### config.mk
export PLATFORM = sky130hd
export DESIGN_NAME = vf_out_fmt
export DESIGN_NICKNAME = d
export VERILOG_FILES = /design/src/rtl/vfo_pkg.sv /design/src/rtl/fmt_phase.sv /design/src/rtl/fmt_clip.sv /design/src/rtl/fmt_drive.sv /design/src/rtl/vf_out_fmt.sv
export SDC_FILE = /design/constraint.sdc
export NUM_CORES = 1
export LEC_CHECK = 0
export ABC_AREA = 1
export BUFFER_PORTS_ARGS = -buffer_cell sky130_fd_sc_hd__buf_2
export CORE_AREA = 2 2 69 84
export DETAILED_ROUTE_END_ITERATION = 12
export DIE_AREA = 0 0 71 86
export HOLD_SLACK_MARGIN = 0.02
export SKIP_LAST_GASP = 1
export SLEW_MARGIN = 40
export SYNTH_ARGS = -nofsm -noshare
export SYNTH_HDL_FRONTEND = slang
export SYNTH_SLANG_ARGS = --single-unit
### constraint.sdc
create_clock -name clk -period 3.6 [get_ports clk]
set_input_delay 0.36 -clock clk [delete_from_list [all_inputs] [get_ports clk]]
set_output_delay 0.36 -clock clk [all_outputs]
set_load 0.01 [all_outputs]
### src/rtl/vfo_pkg.sv
package vfo_pkg;
  // Sample format: 8 integer bits, 2 fractional bits.
  localparam int SAMPLE_W = 10;
  localparam int FRAC_W   = 2;
  localparam int INT_W    = SAMPLE_W - FRAC_W;

  // Pixel slot of four core cycles.
  localparam int SLOT_CYC = 4;
  localparam int PH_W     = $clog2(SLOT_CYC);
  localparam logic [PH_W-1:0] PH_LAST = PH_W'(SLOT_CYC - 1);
  localparam logic [PH_W-1:0] PH_HALF = PH_W'(SLOT_CYC / 2 - 1);

  // Limits on the integer part of a sample.
  localparam logic [INT_W-1:0] LEGAL_LO  = 8'd16;
  localparam logic [INT_W-1:0] LUMA_HI   = 8'd235;
  localparam logic [INT_W-1:0] CHROMA_HI = 8'd240;
  localparam logic [INT_W-1:0] WIDE_LO   = 8'd1;
  localparam logic [INT_W-1:0] WIDE_HI   = 8'd254;

  // Blanking words.
  localparam logic [SAMPLE_W-1:0] BLANK_Y = {8'h10, {FRAC_W{1'b0}}};
  localparam logic [SAMPLE_W-1:0] BLANK_C = {8'h80, {FRAC_W{1'b0}}};

  typedef enum logic {
    FMT_INTERLEAVED = 1'b0,
    FMT_PARALLEL    = 1'b1
  } fmt_e;

  function automatic logic [SAMPLE_W-1:0] clamp_word(
    input logic [SAMPLE_W-1:0] x,
    input logic [INT_W-1:0]    lo,
    input logic [INT_W-1:0]    hi
  );
    logic [INT_W-1:0] ip;
    ip = x[SAMPLE_W-1:FRAC_W];
    if (ip < lo)      return {lo, {FRAC_W{1'b0}}};
    else if (ip > hi) return {hi, {FRAC_W{1'b0}}};
    else              return x;
  endfunction
endpackage

### src/rtl/fmt_phase.sv
module fmt_phase
  import vfo_pkg::*;
(
  input  logic            clk,
  input  logic            rst,
  output logic [PH_W-1:0] ph,
  output logic [PH_W-1:0] ph_next,
  output logic            slot_last
);
  always_comb begin
    ph_next   = ph + PH_W'(1);
    slot_last = (ph == PH_LAST);
  end

  always_ff @(posedge clk) begin
    if (rst) ph <= '0;
    else     ph <= ph_next;
  end
endmodule

### src/rtl/fmt_clip.sv
module fmt_clip
  import vfo_pkg::*;
#(
  parameter bit IS_LUMA = 1'b1
) (
  input  logic [SAMPLE_W-1:0] din,
  input  logic                wide,
  input  logic                bypass,
  output logic [SAMPLE_W-1:0] dout
);
  logic [INT_W-1:0] legal_hi;

  generate
    if (IS_LUMA) begin : g_luma
      assign legal_hi = LUMA_HI;
    end else begin : g_chroma
      assign legal_hi = CHROMA_HI;
    end
  endgenerate

  always_comb begin
    if (bypass)
      dout = din;
    else if (wide)
      dout = clamp_word(din, WIDE_LO, WIDE_HI);
    else
      dout = clamp_word(din, LEGAL_LO, legal_hi);
  end
endmodule

### src/rtl/fmt_drive.sv
module fmt_drive
  import vfo_pkg::*;
(
  input  logic                clk,
  input  logic                rst,
  input  logic [PH_W-1:0]     ph,
  input  logic [PH_W-1:0]     ph_next,
  input  logic                slot_last,
  input  logic                par_mode,
  input  logic                take,
  input  logic                c_valid,
  input  logic [SAMPLE_W-1:0] y_proc,
  input  logic [SAMPLE_W-1:0] c_proc,
  output logic                out_clk,
  output logic [SAMPLE_W-1:0] out_a,
  output logic [SAMPLE_W-1:0] out_b
);
  fmt_e                fmt_q, fmt_n;
  logic [SAMPLE_W-1:0] y_hold;
  logic [SAMPLE_W-1:0] y_sel, c_sel, b_par;
  logic                clk_n;

  always_comb begin
    fmt_n = slot_last ? fmt_e'(par_mode) : fmt_q;
    y_sel = take ? y_proc : BLANK_Y;
    c_sel = take ? c_proc : BLANK_C;
    b_par = (take && c_valid) ? c_proc : BLANK_C;
    // Half-rate clock in parallel mode, word-rate clock in interleaved mode.
    if (fmt_n == FMT_PARALLEL) clk_n = ph_next[PH_W-1];
    else                       clk_n = ph_next[0];
  end

  always_ff @(posedge clk) begin
    if (rst) begin
      fmt_q   <= FMT_PARALLEL;
      y_hold  <= BLANK_Y;
      out_a   <= BLANK_Y;
      out_b   <= BLANK_C;
      out_clk <= 1'b0;
    end else begin
      out_clk <= clk_n;
      if (slot_last) begin
        fmt_q  <= fmt_e'(par_mode);
        y_hold <= y_sel;
        if (fmt_e'(par_mode) == FMT_PARALLEL) begin
          out_a <= y_sel;
          out_b <= b_par;
        end else begin
          out_a <= c_sel;
          out_b <= '0;
        end
      end else if (ph == PH_HALF && fmt_q == FMT_INTERLEAVED) begin
        out_a <= y_hold;
      end
    end
  end
endmodule

### src/rtl/vf_out_fmt.sv
module vf_out_fmt
  import vfo_pkg::*;
(
  input  logic                clk,
  input  logic                rst,
  input  logic                par_mode,
  input  logic                clip_off,
  input  logic                in_valid,
  output logic                in_ready,
  input  logic [SAMPLE_W-1:0] in_y,
  input  logic [SAMPLE_W-1:0] in_c,
  input  logic                in_c_valid,
  input  logic                in_code,
  output logic                out_clk,
  output logic [SAMPLE_W-1:0] out_a,
  output logic [SAMPLE_W-1:0] out_b
);
  logic [PH_W-1:0]     ph, ph_next;
  logic                slot_last;
  logic                take;
  logic [SAMPLE_W-1:0] comp_in  [2];
  logic [SAMPLE_W-1:0] comp_out [2];

  fmt_phase u_phase (
    .clk       (clk),
    .rst       (rst),
    .ph        (ph),
    .ph_next   (ph_next),
    .slot_last (slot_last)
  );

  assign in_ready   = slot_last && !rst;
  assign take       = in_valid && in_ready;
  assign comp_in[0] = in_y;
  assign comp_in[1] = in_c;

  generate
    for (genvar g = 0; g < 2; g++) begin : g_comp
      fmt_clip #(.IS_LUMA(g == 0)) u_clip (
        .din    (comp_in[g]),
        .wide   (clip_off),
        .bypass (in_code),
        .dout   (comp_out[g])
      );
    end
  endgenerate

  fmt_drive u_drive (
    .clk       (clk),
    .rst       (rst),
    .ph        (ph),
    .ph_next   (ph_next),
    .slot_last (slot_last),
    .par_mode  (par_mode),
    .take      (take),
    .c_valid   (in_c_valid),
    .y_proc    (comp_out[0]),
    .c_proc    (comp_out[1]),
    .out_clk   (out_clk),
    .out_a     (out_a),
    .out_b     (out_b)
  );
endmodule

==> results of run 1 <==
## sequential cells by signal, indices dropped and copies added (netlist names)
register         cells
u_drive.out_a       10
u_drive.out_b       10
u_drive.y_hold      10
u_phase.ph           2
u_drive.fmt_q        1
u_drive.out_clk      1
## worst min-delay path, stage by stage
cell     delay [ns]
buf_2          0.13
nand2_1        0.07
a21oi_1        0.05
## how the worst max path moves through the flow
stage | start | to | slack [ns] | cells past startpoint
2_1_floorplan | u_phase.ph[0]$_SDFF_PP0_ | u_drive.out_a[6]$_SDFFE_PP1P_ | 2.12 | 10
3_3_place_gp | u_phase.ph[0]$_SDFF_PP0_ | u_drive.out_a[3]$_SDFFE_PP0P_ | 1.84 | 11
3_5_place_dp | u_phase.ph[0]$_SDFF_PP0_ | u_drive.out_a[3]$_SDFFE_PP0P_ | 1.75 | 11
4_1_cts | u_phase.ph[0]$_SDFF_PP0_ | u_drive.out_a[3]$_SDFFE_PP0P_ | 1.74 | 11
5_1_grt | u_phase.ph[0]$_SDFF_PP0_ | u_drive.out_a[3]$_SDFFE_PP0P_ | 1.59 | 11
6_report | u_phase.ph[0]$_SDFF_PP0_ | u_drive.out_a[3]$_SDFFE_PP0P_ | 1.76 | 11
## cells by family after synthesis
family                   Yosys count  share of synthesized area
AND/OR/NAND/NOR                  155                      0.383
AO/OA/AOI/OAI                     45                      0.138
buffers and inverters             39                     0.0847
flip-flops                        34                      0.381
adder cells (fa/ha/maj)            2                     0.0140
## per-stage QoR
step / setup slack (ns) / instances / utilization / power [W] / hold WS [ns]
2_1_floorplan: 2.12 / 275 / - / 0.000463 / 0.434
3_3_place_gp: 1.84 / 378 / 0.395 / 0.000509 / 0.453
3_5_place_dp: 1.75 / 378 / 0.395 / 0.000510 / 0.454
4_1_cts: 1.74 / 386 / 0.415 / 0.000849 / 0.355
5_1_grt: 1.59 / 386 / 0.415 / 0.000881 / 0.366
6_report: 1.76 / 386 / 0.415 / 0.000841 / 0.365
## placed cells by master, fill, tap and decap left out, types with 4 or more instances in the layout
cell,synthesis,final
clkbuf_8,0,5
inv_1,29,29
nand4_1,7,7
o211ai_1,4,4
nor2_1,30,30
a21oi_1,24,24
buf_2,3,48
o21ai_0,10,10
nand2_1,84,84
dfxtp_1,34,34
nand3_1,28,28
## area by class of cell
class / count / area [um2] / share of cell area
repair buffers: 48 / 240 / 0.110
multi-input cells: 202 / 956 / 0.438
flip-flops and latches: 34 / 681 / 0.312
well taps: 62 / 77.6 / 0.0356
clock buffers: 7 / 76.3 / 0.0350
inverters: 32 / 121 / 0.0556
clock inverters: 1 / 30.0 / 0.0138
## power by group
group / switching, W / internal, W / leakage, nW
registers: 0.00000575 / 0.000389 / 0.276
clock network: 0.000133 / 0.000207 / 0.0524
logic: 0.0000702 / 0.0000364 / 0.760
## routing by layer
metal	up-vias	global-route usage	part of all wire
li1	988	-	-
met1	834	0.197	0.46
met2	49	0.284	0.49
met3	4	0.0482	0.048
met4	0	0.0309	0.0064
met5	-	0	0
==> results by group, run 1 <==
Outcome
  – Status: complete, no violations

Clock network
  – CTS tree: yes
  – Clock Latency Late Sink: 0.29 ns
  – Total CTS buffers: 5
  – Clk sink count: 34
  – Hold_buf cts: 0
  – Post-CTS setup buffer count: 0
  – Clock tree buffer depth: 2
  – Maximum level of the CTS H-tree: 2
  – CTS root buffer: clkbuf_8
  – Post-CTS Resized: 0
  – Clk slew on worst S/H paths: 0.07 ns

Synth
  – Post-synth top area share: 0.381
  – Dominant cell type by area after synthesis: dfxtp_1
  – Synth cell count leaders: 84 x nand2_1, 34 x dfxtp_1, 30 x nor2_1, 29 x inv_1, 28 x nand3_1
  – Ys Warns: 0
  – Syn nets: 304
  – Most frequent cell after synthesis: nand2_1
  – Async set or reset register ratio after synthesis: 0
  – Number of enable flip-flop cells after synthesis: 0
  – Netlist Area Pre-Place: 0.00179 mm2
  – Synth Flop Type: dfxtp_1
  – Mean Syn Cell Area: 6.50 um2
  – Seq/Total Area, Yosys: 0.381
  – Syn Inst Count: 275
  – Distinct cells, synth: 23
  – #FFs+latches synth: 34
  – Largest cells by area after synthesis: dfxtp_1 38%, nand2_1 18%, nand3_1 7.8%

Die
  – Std cell rows: 29
  – DIE AREA: 0.00611 mm2
  – Die X: 71 um
  – Initial Utilization: 0.340
  – DIE HEIGHT: 86 um
  – Num ports: 49
  – Core Area: 0.00526 mm2

Critical path
  – Worst r2r dst: u_drive.out_a[3]$_SDFFE_PP0P_
  – Critical-path cell list: ha_1 -> inv_2 -> nor2_4 -> nand2_4 -> clkinv_2 -> nand2_1 -> inv_2 -> nand2_1 -> o21ai_1 -> o21bai_1 -> inv_1
  – Crit path max-delay cell type: dfxtp_1
  – CP endpoint kind: register
  – R2R depth: 11
  – R2R Setup Slk: 1.76 ns
  – Cell family with most CP delay: buffers and inverters
  – Crit path max fanout: 24
  – Buf/Inv on CP: 4
  – R2r startpoint: u_phase.ph[0]$_SDFF_PP0_
  – WP data arrival: 2.02 ns
  – Max incr delay on CP: 0.34 ns
  – Worst setup path category: register to register
  – Critical path required time: 3.78 ns
  – Setup crit start kind: register

Finish
  – Number of diodes: 0
  – Nets: 352
  – Filler instances: 575
  – Share of cells above drive strength 1: 0.191
  – Area growth from synthesis to layout: 22.0%
  – Cell area after layout: 0.00218 mm2

Min path
  – Hold Path End: u_drive.out_b[8]$_SDFFE_PP0P_
  – Worst min-delay path category: primary input to register
  – HP Start: in_c[8]
  – Hold Path Depth: 3

Detailed routing
  – Residual DRC: 0
  – Vias per cell: 4.86
  – Starting DRC count in detailed routing: 83
  – First-pass DRT Iterations: 4
  – Routed length per placed instance: 12.5 um
  – DRT antenna net count: 0
  – DR vias: 1875
  – WL final: 4810 um

STA
  – Max transition margin: 0.666
  – Final hold viol count: 0
  – Worst Skew: 0.00887 ns
  – Setup TNS: 0 ns
  – Max Clk Rate: 543 MHz
  – Final worst path period need: 1.84 ns
  – Slew Viols, Final: 0
  – Period utilisation layout: 0.511
  – RSZ-0062 raised after global routing: false
  – Final setup violation count: 0
  – Worst slew pin tran: 0.500 ns

Place
  – Hpwl dp: 3760 um
  – Placed Area: 0.00208 mm2
  – Port Buffers: 48
  – Global placement routability congestion: 0.852

Power and ir drop
  – Power density cells: 385 mW/mm2
  – VDD IR max: 0.225 mV
  – Leakage power: 1.09 nW

Global route
  – First-pass GRT wire length: 7630 um
  – Largest net degree at the start of global routing: 25
  – Overflow after GRT: 0
  – Initial antenna violation count: 0
  – Tot GR Track Use: 0.162
  – Vias in the first global route: 1621

Flow run
  – Max_cap viols: 0
Power figures use the tool's default switching activity.
==> inputs of run 2 (changes only) <==
==> constraint.sdc (replaced) <==
create_clock -name clk -period 1.8 [get_ports clk]
set_input_delay 0.18 -clock clk [delete_from_list [all_inputs] [get_ports clk]]
set_output_delay 0.18 -clock clk [all_outputs]
set_load 0.01 [all_outputs]
==> run 2 against run 1 <==
  * Cell area is 0.97% higher
  * Largest cell class unchanged
  * Via count rose by 1.4%
  * Utilization up 0.40 points
==> results by group, run 2 (synthesis gave the netlist of run 1 again) <==
Detailed routing
  – DRT antenna net count: 0 (unchanged)
  – Vias per cell: 4.90 (+0.86%)
  – Routed length per placed instance: 12.8 um (+2.2%)
  – Starting DRC count in detailed routing: 97 (+17%)
  – WL final: 4950 um (+2.8%)
  – Residual DRC: 0 (unchanged)
  – DR vias: 1901 (+1.4%)
  – First-pass DRT Iterations: 4 (unchanged)

Critical path
  – CP endpoint kind: register
  – Worst r2r dst: u_drive.out_a[6]$_SDFFE_PP1P_
  – R2R depth: 10 (-1)
  – Worst setup path category: register to register
  – R2r startpoint: u_phase.ph[0]$_SDFF_PP0_
  – R2R Setup Slk: 0.14 ns (-1.62 ns)
  – Critical path required time: 1.97 ns (-1.81 ns)
  – Crit path max fanout: 7 (-71%)
  – WP data arrival: 1.82 ns (-0.20 ns)
  – Setup crit start kind: register

Clock network
  – Clk slew on worst S/H paths: 0.07 ns (about the same)
  – Clk sink count: 34 (unchanged)
  – Hold_buf cts: 0 (unchanged)
  – Total CTS buffers: 5 (unchanged)
  – Clock Latency Late Sink: 0.29 ns (about the same)
  – Clock tree buffer depth: 2 (unchanged)
  – Maximum level of the CTS H-tree: 2 (unchanged)
  – CTS tree: yes
  – CTS root buffer: clkbuf_8

Min path
  – Hold Path Depth: 3 (unchanged)
  – Worst min-delay path category: primary input to register
  – HP Start: in_c[8]
  – Hold Path End: u_drive.out_b[8]$_SDFFE_PP0P_

Finish
  – Biggest regs: u_drive.out_a: 10 flops, u_drive.out_b: 10 flops, u_drive.y_hold: 10 flops
  – Nets: 354 (+0.57%)
  – Leading cell type in the layout, fill and taps excluded: nand2_1
  – Share of cells above drive strength 1: 0.209 (+0.0172)
  – Area growth from synthesis to layout: 23.2%
  – Number of diodes: 0 (unchanged)
  – Most frequent cells in the layout: 84 x nand2_1, 48 x buf_2, 34 x dfxtp_1

Die
  – DIE HEIGHT: 86 um (unchanged)
  – Std cell rows: 29 (unchanged)
  – Core Area: 0.00526 mm2 (unchanged)
  – Die X: 71 um (unchanged)
  – Initial Utilization: 0.340 (unchanged)
  – Num ports: 49 (unchanged)
  – DIE AREA: 0.00611 mm2 (unchanged)

STA
  – Max transition margin: 0.708 (+0.0415)
  – Max Clk Rate: 604 MHz (+11%)
  – Final worst path period need: 1.66 ns (-0.184 ns)
  – Slew Viols, Final: 0 (unchanged)
  – Worst Skew: 0.00853 ns (-0.000341 ns)
  – Period utilisation layout: 0.920 (+0.409)
  – Final setup violation count: 0 (unchanged)
  – Setup TNS: 0 ns (unchanged)
  – RSZ-0062 raised after global routing: false
  – Final hold viol count: 0 (unchanged)
  – Worst slew pin tran: 0.438 ns (-0.0627 ns)

Power and ir drop
  – Power density cells: 760 mW/mm2 (+97%)
  – VDD IR max: 0.366 mV (+63%)
  – Power Total: 0.00168 W (+99%)
  – Leakage power: 1.10 nW (+0.89%)

Flow run
  – Max_cap viols: 0 (unchanged)

Place
  – Port Buffers: 48 (unchanged)
  – Hpwl dp: 3790 um (+0.95%)
  – Global placement routability congestion: 0.833 (-2.2%)

Global route
  – Largest net degree at the start of global routing: 24 (-4.0%)
  – Vias in the first global route: 1685 (+3.9%)
  – Tot GR Track Use: 0.165 (+0.00254)
  – Overflow after GRT: 0 (unchanged)
  – Initial antenna violation count: 0 (unchanged)
  – First-pass GRT wire length: 7960 um (+4.2%)

Outcome
  – Status: complete, no violations
-- run 2: changes by cell type in the layout (fill, tap and decap cells not counted) --
cell	change
inv_1	-1
ha_2	+1
clkbuf_8	+3
inv_2	+1
clkbuf_1	-2
bufinv_16	-1
buf_4	+2
ha_1	-1
-- run 2: area by class of cell --
class	instances	area, um2
Inverter	32	121
Timing Repair Buffer	50	255
Multi-Input combinational cell	202	958
Sequential cell	34	681
Fill cell	584	3060
Tap cell	62	77.6
Clock buffer	8	110
-- run 2: timing repair --
action | in CTS | in global routing
buffers inserted | 0 | 0
endpoints found under the setup margin | 0 | 2
gates resized for setup | 0 | 2
-- run 2: how the worst max path moves through the flow --
| stage | to | from | cells past startpoint | slack (ns) |
|---|---|---|---|---|
| final | u_drive.out_a[6]$_SDFFE_PP1P_ | u_phase.ph[0]$_SDFF_PP0_ | 10 | 0.14 |
| after floorplan | u_drive.out_a[6]$_SDFFE_PP1P_ | u_phase.ph[0]$_SDFF_PP0_ | 10 | 0.32 |
| after global routing | u_drive.out_a[6]$_SDFFE_PP1P_ | u_phase.ph[0]$_SDFF_PP0_ | 10 | 0.005 |
| after global placement | u_drive.out_a[6]$_SDFFE_PP1P_ | u_phase.ph[0]$_SDFF_PP0_ | 10 | 0.17 |
| after detailed placement | u_drive.out_a[6]$_SDFFE_PP1P_ | u_phase.ph[0]$_SDFF_PP0_ | 10 | 0.14 |
| after CTS | u_drive.out_a[6]$_SDFFE_PP1P_ | u_phase.ph[0]$_SDFF_PP0_ | 10 | 0.12 |
-- run 2: routing by layer --
layer  vias up  global-route usage  part of all wire
met5         -                   0                 0
met4         0              0.0360             0.011
met3         7              0.0329             0.051
met2        60               0.277              0.47
met1       837               0.218              0.47
li1        997                   -                 -
-- run 2: critical path, stage by stage (launching register included) --
cell      delay (ns)
dfxtp_1         0.39
ha_2            0.24
inv_2           0.06
nor2_4          0.10
nand2_4         0.09
clkinv_2        0.13
nand2_1         0.10
nor2_1          0.18
nor2_1          0.06
o22ai_1         0.12
nand2_1         0.06
-- run 2: power breakdown --
group | total (W) | switching, W | internal, W | leakage [nW]
Sequential | 0.000790 | 0.0000126 | 0.000777 | 0.276
Combinational | 0.000216 | 0.000140 | 0.0000760 | 0.764
Clock | 0.000669 | 0.000283 | 0.000386 | 0.0575
Total | 0.00168 | 0.000436 | 0.00124 | 1.10
-- run 2: stage by stage --
stage,area [um2],hold WS (ns),utilization,cells,worst slack [ns]
finish,2200,0.176,0.419,388,0.144
global route,2200,0.196,0.419,388,0.00534
CTS,2200,0.171,0.418,388,0.124
detailed placement,2090,0.454,0.397,380,0.137
global placement,2090,0.451,0.397,380,0.171
floorplan,1790,0.263,-,275,0.317
